$ cat src/rtl/ref_seq_pkg.sv
package ref_seq_pkg;

   // Decoded horizontal-position events for one strobe
   typedef struct packed {
      logic win_set;
      logic win_clr;
      logic sclk_end;
      logic row_rst;
   } pos_hits_t;

endpackage

$ cat src/rtl/ref_pos_decode.sv
module ref_pos_decode
   import ref_seq_pkg::*;
#(
   parameter int HPOS_W       = 9,
   parameter int WIN_SET_POS  = 296,
   parameter int WIN_CLR_POS  = 336,
   parameter int SCLK_END_POS = 344,
   parameter int RST_POS      = 431
) (
   input  logic [HPOS_W-1:0] hpos,
   output pos_hits_t         hits
);

   localparam int NPOS = 4;
   localparam int POS_LIMIT = 1 << HPOS_W;
   localparam int POS_TAB [NPOS] = '{WIN_SET_POS, WIN_CLR_POS, SCLK_END_POS, RST_POS};

   initial begin
      assert (HPOS_W >= 2 && HPOS_W <= 16) else $error("HPOS_W out of range");
      assert (WIN_SET_POS < POS_LIMIT && WIN_CLR_POS < POS_LIMIT &&
              SCLK_END_POS < POS_LIMIT && RST_POS < POS_LIMIT)
         else $error("compare position exceeds hpos width");
      assert (WIN_SET_POS != WIN_CLR_POS) else $error("window set equals clear");
      assert (WIN_SET_POS != SCLK_END_POS) else $error("single-clock set equals end");
   end

   logic [NPOS-1:0] match;

   for (genvar i = 0; i < NPOS; i++) begin : g_cmp
      assign match[i] = (hpos == HPOS_W'(POS_TAB[i]));
   end

   assign hits.win_set  = match[0];
   assign hits.win_clr  = match[1];
   assign hits.sclk_end = match[2];
   assign hits.row_rst  = match[3];

endmodule

$ cat src/rtl/ref_gate_latch.sv
module ref_gate_latch #(
   parameter bit SET_WINS = 1'b1   // priority when set and clear coincide
) (
   input  logic clk,
   input  logic rst,
   input  logic ce,
   input  logic set_i,
   input  logic clr_i,
   input  logic block_i,
   output logic q
);

   logic set_ok;
   logic q_next;

   assign set_ok = set_i & ~block_i;

   if (SET_WINS) begin : g_set_pri
      always_comb begin
         if (set_ok)     q_next = 1'b1;
         else if (clr_i) q_next = 1'b0;
         else            q_next = q;
      end
   end else begin : g_clr_pri
      always_comb begin
         if (clr_i)       q_next = 1'b0;
         else if (set_ok) q_next = 1'b1;
         else             q_next = q;
      end
   end

   always_ff @(posedge clk) begin
      if (rst)     q <= 1'b0;
      else if (ce) q <= q_next;
   end

   assert_latch_set_R2: assert property (@(posedge clk) disable iff (rst)
      ce && set_i && !block_i && !clr_i |=> q);
   assert_latch_clr_R3: assert property (@(posedge clk) disable iff (rst)
      ce && clr_i && !set_i |=> !q);
   assert_latch_block_R9: assert property (@(posedge clk) disable iff (rst)
      ce && block_i && !q |=> !q);
   assert_latch_hold_R8: assert property (@(posedge clk) disable iff (rst)
      !ce |=> $stable(q));

endmodule

$ cat src/rtl/ref_row_ctr.sv
module ref_row_ctr #(
   parameter int ROW_W = 8
) (
   input  logic             clk,
   input  logic             rst,
   input  logic             ce,
   input  logic             adv_i,
   input  logic             clr_i,
   output logic [ROW_W-1:0] row_q,
   output logic             active_q
);

   localparam logic [ROW_W-1:0] ROW_ONE = ROW_W'(1);

   initial begin
      assert (ROW_W >= 1 && ROW_W <= 16) else $error("ROW_W out of range");
   end

   always_ff @(posedge clk) begin
      if (rst) begin
         row_q    <= '0;
         active_q <= 1'b0;
      end else if (ce) begin
         if (clr_i) begin
            row_q    <= '0;
            active_q <= 1'b0;
         end else begin
            if (adv_i) row_q <= row_q + ROW_ONE;
            active_q <= adv_i;
         end
      end
   end

   assert_row_reset_R5: assert property (@(posedge clk) disable iff (rst)
      ce && clr_i |=> row_q == '0 && !active_q);
   assert_row_step_R4: assert property (@(posedge clk) disable iff (rst)
      ce && adv_i && !clr_i |=> row_q == ROW_W'($past(row_q) + ROW_ONE));
   assert_active_match_R10: assert property (@(posedge clk) disable iff (rst)
      ce && !clr_i && !adv_i |=> !active_q && $stable(row_q));
   assert_row_hold_R8: assert property (@(posedge clk) disable iff (rst)
      !ce |=> $stable(row_q) && $stable(active_q));

endmodule

$ cat src/rtl/raster_refresh_seq.sv
module raster_refresh_seq
   import ref_seq_pkg::*;
#(
   parameter int HPOS_W       = 9,
   parameter int LINE_W       = 9,
   parameter int ROW_W        = 8,
   parameter int WIN_SET_POS  = 296,
   parameter int WIN_CLR_POS  = 336,
   parameter int SCLK_END_POS = 344,
   parameter int RST_POS      = 431
) (
   input  logic              clk,
   input  logic              rst,
   input  logic              ce,
   input  logic [HPOS_W-1:0] hpos,
   input  logic [LINE_W-1:0] line_num,
   input  logic              halt,
   input  logic              inhibit_set,
   output logic [ROW_W-1:0]  row_addr,
   output logic              ref_active,
   output logic              single_clk_req
);

   initial begin
      assert (LINE_W >= 1 && LINE_W <= 16) else $error("LINE_W out of range");
   end

   pos_hits_t hits;
   logic      win_q;
   logic      sclk_q;
   logic      row_clr;
   logic      row_adv;

   ref_pos_decode #(
      .HPOS_W      (HPOS_W),
      .WIN_SET_POS (WIN_SET_POS),
      .WIN_CLR_POS (WIN_CLR_POS),
      .SCLK_END_POS(SCLK_END_POS),
      .RST_POS     (RST_POS)
   ) u_decode (
      .hpos(hpos),
      .hits(hits)
   );

   // Refresh window: may be blocked by fault injection
   ref_gate_latch #(.SET_WINS(1'b1)) u_win (
      .clk    (clk),
      .rst    (rst),
      .ce     (ce),
      .set_i  (hits.win_set),
      .clr_i  (hits.win_clr),
      .block_i(inhibit_set),
      .q      (win_q)
   );

   // Single-clock request: own end compare, never blocked
   ref_gate_latch #(.SET_WINS(1'b1)) u_sclk (
      .clk    (clk),
      .rst    (rst),
      .ce     (ce),
      .set_i  (hits.win_set),
      .clr_i  (hits.sclk_end),
      .block_i(1'b0),
      .q      (sclk_q)
   );

   assign row_clr = hits.row_rst & ((line_num == '0) | halt | win_q);
   assign row_adv = win_q | halt;

   ref_row_ctr #(.ROW_W(ROW_W)) u_row (
      .clk     (clk),
      .rst     (rst),
      .ce      (ce),
      .adv_i   (row_adv),
      .clr_i   (row_clr),
      .row_q   (row_addr),
      .active_q(ref_active)
   );

   assign single_clk_req = sclk_q | halt;

   assert_halt_refresh_R7: assert property (@(posedge clk) disable iff (rst)
      ce && halt && hpos != HPOS_W'(RST_POS) |=> ref_active);
   assert_line0_reset_R5: assert property (@(posedge clk) disable iff (rst)
      ce && hpos == HPOS_W'(RST_POS) && line_num == '0 |=> row_addr == '0);
   assert_idle_hold_R6: assert property (@(posedge clk) disable iff (rst)
      ce && !halt && !ref_active && line_num != '0 && hpos == HPOS_W'(RST_POS)
         && $past(ce) && $past(hpos) == HPOS_W'(RST_POS - 1) && !$past(halt)
      |=> $stable(row_addr));
   assert_sclk_fall_R3: assert property (@(posedge clk) disable iff (rst)
      ce && !halt && hpos == HPOS_W'(SCLK_END_POS) |=> !single_clk_req || halt);

endmodule

$ cat config.mk
export PLATFORM = sky130hd
export DESIGN_NAME = raster_refresh_seq
export DESIGN_NICKNAME = d
export VERILOG_FILES = /design/src/rtl/ref_seq_pkg.sv /design/src/rtl/ref_pos_decode.sv /design/src/rtl/ref_gate_latch.sv /design/src/rtl/ref_row_ctr.sv /design/src/rtl/raster_refresh_seq.sv
export SDC_FILE = /design/constraint.sdc
export NUM_CORES = 1
export LEC_CHECK = 0
export ABC_CLOCK_PERIOD_IN_PS = 2000
export CAP_MARGIN = 20
export CORE_MARGIN = 1
export CORE_UTILIZATION = 30
export DETAILED_ROUTE_END_ITERATION = 7
export PLACE_DENSITY = 0.61
export SYNTH_ARGS = -nofsm -noshare
export SYNTH_HDL_FRONTEND = slang
export SYNTH_SLANG_ARGS = --single-unit
$ cat constraint.sdc
create_clock -name clk -period 2 [get_ports clk]
set_input_delay 0.4 -clock clk [delete_from_list [all_inputs] [get_ports clk]]
set_output_delay 0.4 -clock clk [all_outputs]
set_load 0.01 [all_outputs]
* After elaboration in Yosys (flattened, before gate mapping)
Cells that the tools add are included.
** Word-level totals
- Register bits :: 11
- Logic and storage cells :: 30
- Output and inout bits :: 10
- Bits of input ports :: 23
** Operators by class
- Muxes and demuxes :: 7
- Eq/ne operators :: 4
- Reduce and logical (&&, ||, !) cells :: 7
- Bitwise gates (word level) :: 7
- Add/subtract/negate cells :: 1
** Operators by type and width (number)
- equality test 9 bit (second input constant) :: 4
- two-way mux 8 bit :: 2
- zero test 9 bit :: 1
- adder 8 x 1 -> 8 bit (second input constant) :: 1
- AND reduction 2 bit :: 3
- nonzero test 2 bit :: 3
- two-way mux 1 bit :: 5
- bitwise OR 1 bit :: 4
- AND 1 bit :: 2
- inverter 1 bit :: 1

* Longest topological paths before layout
Gate-level depths: netlist of run 1.
- Depth in word-level cells :: 6
- Mapped depth :: 4
- Mapped depth without buffers :: 4

* By module
From an unflattened synthesis of run 1, not the netlist that was laid out.
** Unflattened totals
- Cells, all modules :: 78
- Area, all modules :: 674.4 µm²
** Modules (own cells, without submodules)
- ref_row_ctr :: cells an instance 53, seq. area each 180.2 µm², area each 452.9 µm², instances 1
- ref_gate_latch :: cells an instance 4, seq. area each 20.0 µm², area each 46.3 µm², instances 2
- ref_pos_decode :: cells an instance 10, seq. area each 0.0 µm², area each 68.8 µm², instances 1
- raster_refresh_seq :: cells an instance 7, seq. area each 0.0 µm², area each 60.1 µm², instances 1

* Least setup slack after synthesis of run 1
OpenSTA, ideal clock, no wires.
- Path type :: in2reg
- Start point :: input hpos[4]
- End point :: register u_row.row_q[7]
- Data required time :: 1865 ps
- Setup slack :: 286 ps
- Setup time :: 135 ps
- Path buffers :: 0
- Stages :: 4
- Arrival time :: 1579 ps
- Cell sequence :: or3b_4 or3_4 o21ai_4 o221ai_2
** On the way
- Word-level cells in the longest chain between the ends :: 4
- Elaborated cells on any way between the ends :: 5
- Classes of those cells :: eq/ne: 1; mux: 1; bitwise: 1; reduce/logical: 2
** RTL lines
- start, declared :: RTL line raster_refresh_seq.sv:15 : input logic [HPOS_W-1:0] hpos,
- equality test 9 bit (*) :: RTL line ref_pos_decode.sv:30 : assign match[i] = (hpos == HPOS_W'(POS_TAB[i]));
- AND 1 bit (*) :: RTL line raster_refresh_seq.sv:67 : assign row_clr = hits.row_rst & ((line_num == '0) | halt | win_q);
- nonzero test 2 bit (no source line)
- AND reduction 2 bit (no source line)
- end signal, assigned :: RTL line ref_row_ctr.sv:28 : if (adv_i) row_q <= row_q + ROW_ONE;
- end, declared :: RTL line ref_row_ctr.sv:9 : output logic [ROW_W-1:0] row_q,
Mark *: on every way between the ends. The rest lies on a longest branch, timed or not.
A chain may end at the register's enable or synchronous reset.

* Worst setup path after layout of run 1
- Start point :: input hpos[5]
- End point :: register u_row.row_q[7]
The elaborated chain is that of the path after synthesis.

==> results of run 1 <==
[worst max-delay path, stage by stage]
cell	delay [ns]
clkdlybuf4s50_1	0.47
or3b_4	0.40
or3_4	0.41
o21ai_4	0.27
o221ai_2	0.14
[kinds of logic after synthesis]
logic type	after synthesis
AO/OA/AOI/OAI	18
XOR/XNOR	2
adder cells (fa/ha/maj)	1
buffers and inverters	11
flip-flops	11
multiplexers	1
AND/OR/NAND/NOR	31
[metrics by stage]
step	utilization [%]	area [um2]	setup slack (ns)	power, mW	TNS (ns)
floorplan	-	663	0.286	0.265	0
global placement	54.4	1100	-0.256	0.344	-2.05
detailed placement	54.4	1100	-0.281	0.346	-2.34
CTS	55.7	1130	0.0120	0.500	0
global route	56.1	1130	0.00303	0.519	0
finish	56.1	1130	0.0631	0.492	0
[path summary, 6_finish.rpt]
kind                         end  slack, ns  cells past startpoint
setup / recovery  u_row.row_q[7]       0.06                      5
hold / removal          u_sclk.q       0.50                      2
setup reg to reg  u_row.row_q[7]       0.72                      4
hold reg to reg         u_sclk.q       0.50                      2
[state kept, by name, summed over array words and instances, names as in the netlist]
register	cells
u_row.active_q	1
u_win.q	1
u_sclk.q	1
u_row.row_q	8
[layout by cell type (no fill, tap or decap), types with 2 or more instances in the layout]
master           instances
nor2_1                   4
or3_1                    2
nor3_1                   2
nor4_1                   2
nand4_1                  2
dfxtp_1                 11
nand2_1                  6
buf_4                   11
xnor2_1                  2
nand3_1                  3
clkdlybuf4s50_1         31
clkbuf_4                 3
o21a_1                   2
nand4b_1                 2
inv_1                   11
o22ai_1                  3
o221ai_2                 2
[area by class of cell]
class,instances,area [um2],share of cell area (%)
multi-input combinational,53,407,35.9
timing repair buffer,43,405,35.8
inverter,11,41.3,3.64
clock buffer,4,26.3,2.32
sequential,11,220,19.4
tap,27,33.8,2.98
[power by group through the flow]
stage	logic, mW	registers [mW]	clock network, mW
after CTS	0.111	0.229	0.160
after global placement	0.110	0.234	0
after detailed placement	0.111	0.235	0
after global routing	0.118	0.230	0.171
final	0.110	0.229	0.152
after floorplan	0.0295	0.235	0
[what timing repair did]
item | CTS | global route
setup endpoints to repair | 0 | 8
setup buffers | 0 | 0
resized for setup | 0 | 2
[metal layers]
metal / track usage, % / wire (um) / vias to the layer above
met2: 31.7 / 886 / 24
met5: 0 / 0 / -
met4: 6.37 / 0 / 0
met3: 3.12 / 71 / 0
li1: - / - / 375
met1: 17.1 / 684 / 351
==> results.json, run 1 <==
{
  "status": "finished, final reports clean",
  "die_area_um2": 2400,
  "viasPerCell": 5.03,
  "cp.required_ns": 2.14,
  "synthTopCellsByArea": "dfxtp_1 33%, inv_1 6.2%, o221ai_2 4.5%, o311ai_4 4.0%, nand2_1 3.4%",
  "fin_hold_ws_ns": 0.497,
  "powerDensity_nw_per_um2": 434,
  "die_h_um": 49.0,
  "synth_top_family_by_area": "simple AND/OR/NAND/NOR gates",
  "min_period_ns": 1.94,
  "criticalPathCategory": "primary input to flop",
  "hold_buffers": 0,
  "p_seq_share_pct": 46.7,
  "grt_usage_pct": 16.4,
  "vias": 750,
  "nFillCells": 197,
  "synth_nets": 99,
  "p_leak_nw": 0.395,
  "synth-xor-area-share_pct": 2.64,
  "synth_area_um2": 663,
  "tritoncts": "yes",
  "clk_latency_ns": 0.26,
  "drc": 0,
  "cp-end-kind": "flop",
  "area_growth_pct": 70.9,
  "final_cells": 149,
  "relSlewSlack_pct": 77.6,
  "final_nets": 147,
  "ir_drop_mv": 0.203,
  "row_count": 16,
  "hp-class": "flop to flop",
  "synth_warnings": 0,
  "first_pass_iters": 4,
  "p_sw_share_pct": 24.1,
  "port_buffers": 32,
  "ys_async_sr_fraction_pct": 0,
  "worst_slew_pin_slew_ns": 0.336,
  "antenna_found_initial": 0,
  "drv_slew": 0,
  "drive_above_1_share_pct": 18.0,
  "core_area_um2": 2020,
  "synth_cell_type_count": 34,
  "startpoint": "hpos[5]",
  "yosys.area.top_type_share_pct": 33.2,
  "hold_path_startpoint": "u_sclk.q",
  "clock-sinks": 11,
  "finalHoldViolCount": 0,
  "dp.cells": 145,
  "final_antenna_net_count": 0,
  "fin_crit_sh_pct": 96.8,
  "antenna_cells": 0,
  "finalSetupViolations": 0,
  "synth_common_cells": "11 x dfxtp_1, 11 x inv_1, 6 x nand2_1, 4 x nor2_1",
  "cts-buffers-inserted": 3,
  "pwr-share-comb_pct": 22.3,
  "wl_per_cell_um": 11.0,
  "synth-edff-count": 0,
  "max-cap-violations": 0,
  "rsz0062_at_grt": "false",
  "synthFlopType": "dfxtp_1",
  "muxShareOfSynthArea_pct": 1.51,
  "cp_max_fo": 8,
  "r2r-start": "u_row.row_q[2]",
  "overflow": 0,
  "first_iter_violations": 9,
  "ys_ff_latch": 11,
  "clkPwrFrac_pct": 31.0,
  "synth_compound_gate_area_share_pct": 26.8,
  "cts.clk_slew.worst_paths_ns": 0.07,
  "htree_levels": 1,
  "grt_max_degree": 9,
  "fp.dieW_um": 49.0,
  "avgSynthCellArea_um2": 8.84,
  "drt_wl_total_um": 1640,
  "p_switching_uw": 119,
  "yosys.area_share.simple_pct": 27.7,
  "fin_skew_ns": 0.00271,
  "synthAdderAreaFrac_pct": 1.89,
  "synth_top_area_cell": "dfxtp_1",
  "io-pin-count": 33,
  "start_util_pct": 32.8,
  "p_int_uw": 373,
  "synth_cells": 75,
  "place_congestion": 0.756,
  "max_freq_mhz": 516,
  "cts_root_buf": "clkbuf_4",
  "yosysSeqAreaShare_pct": 33.2,
  "grt_pass1_wl_um": 3080,
  "clk_path_buf_depth": 2,
  "place_hpwl_um": 1430,
  "grt_pass1_vias": 756,
  "startpoint_type": "primary input",
  "worstPathArrival_ns": 2.08
}
No activity file was read; power rests on OpenSTA's default activity.
==> inputs of run 2 (changes only) <==
--- a/config.mk
+++ b/config.mk
@@ -7,7 +7,6 @@
 export LEC_CHECK = 0
 export ABC_CLOCK_PERIOD_IN_PS = 2000
 export CAP_MARGIN = 20
-export CORE_MARGIN = 1
 export CORE_UTILIZATION = 30
 export DETAILED_ROUTE_END_ITERATION = 7
 export PLACE_DENSITY = 0.61
==> results of run 2 <==
Same layout as run 1: the final DEF is identical, and so are final timing and power.
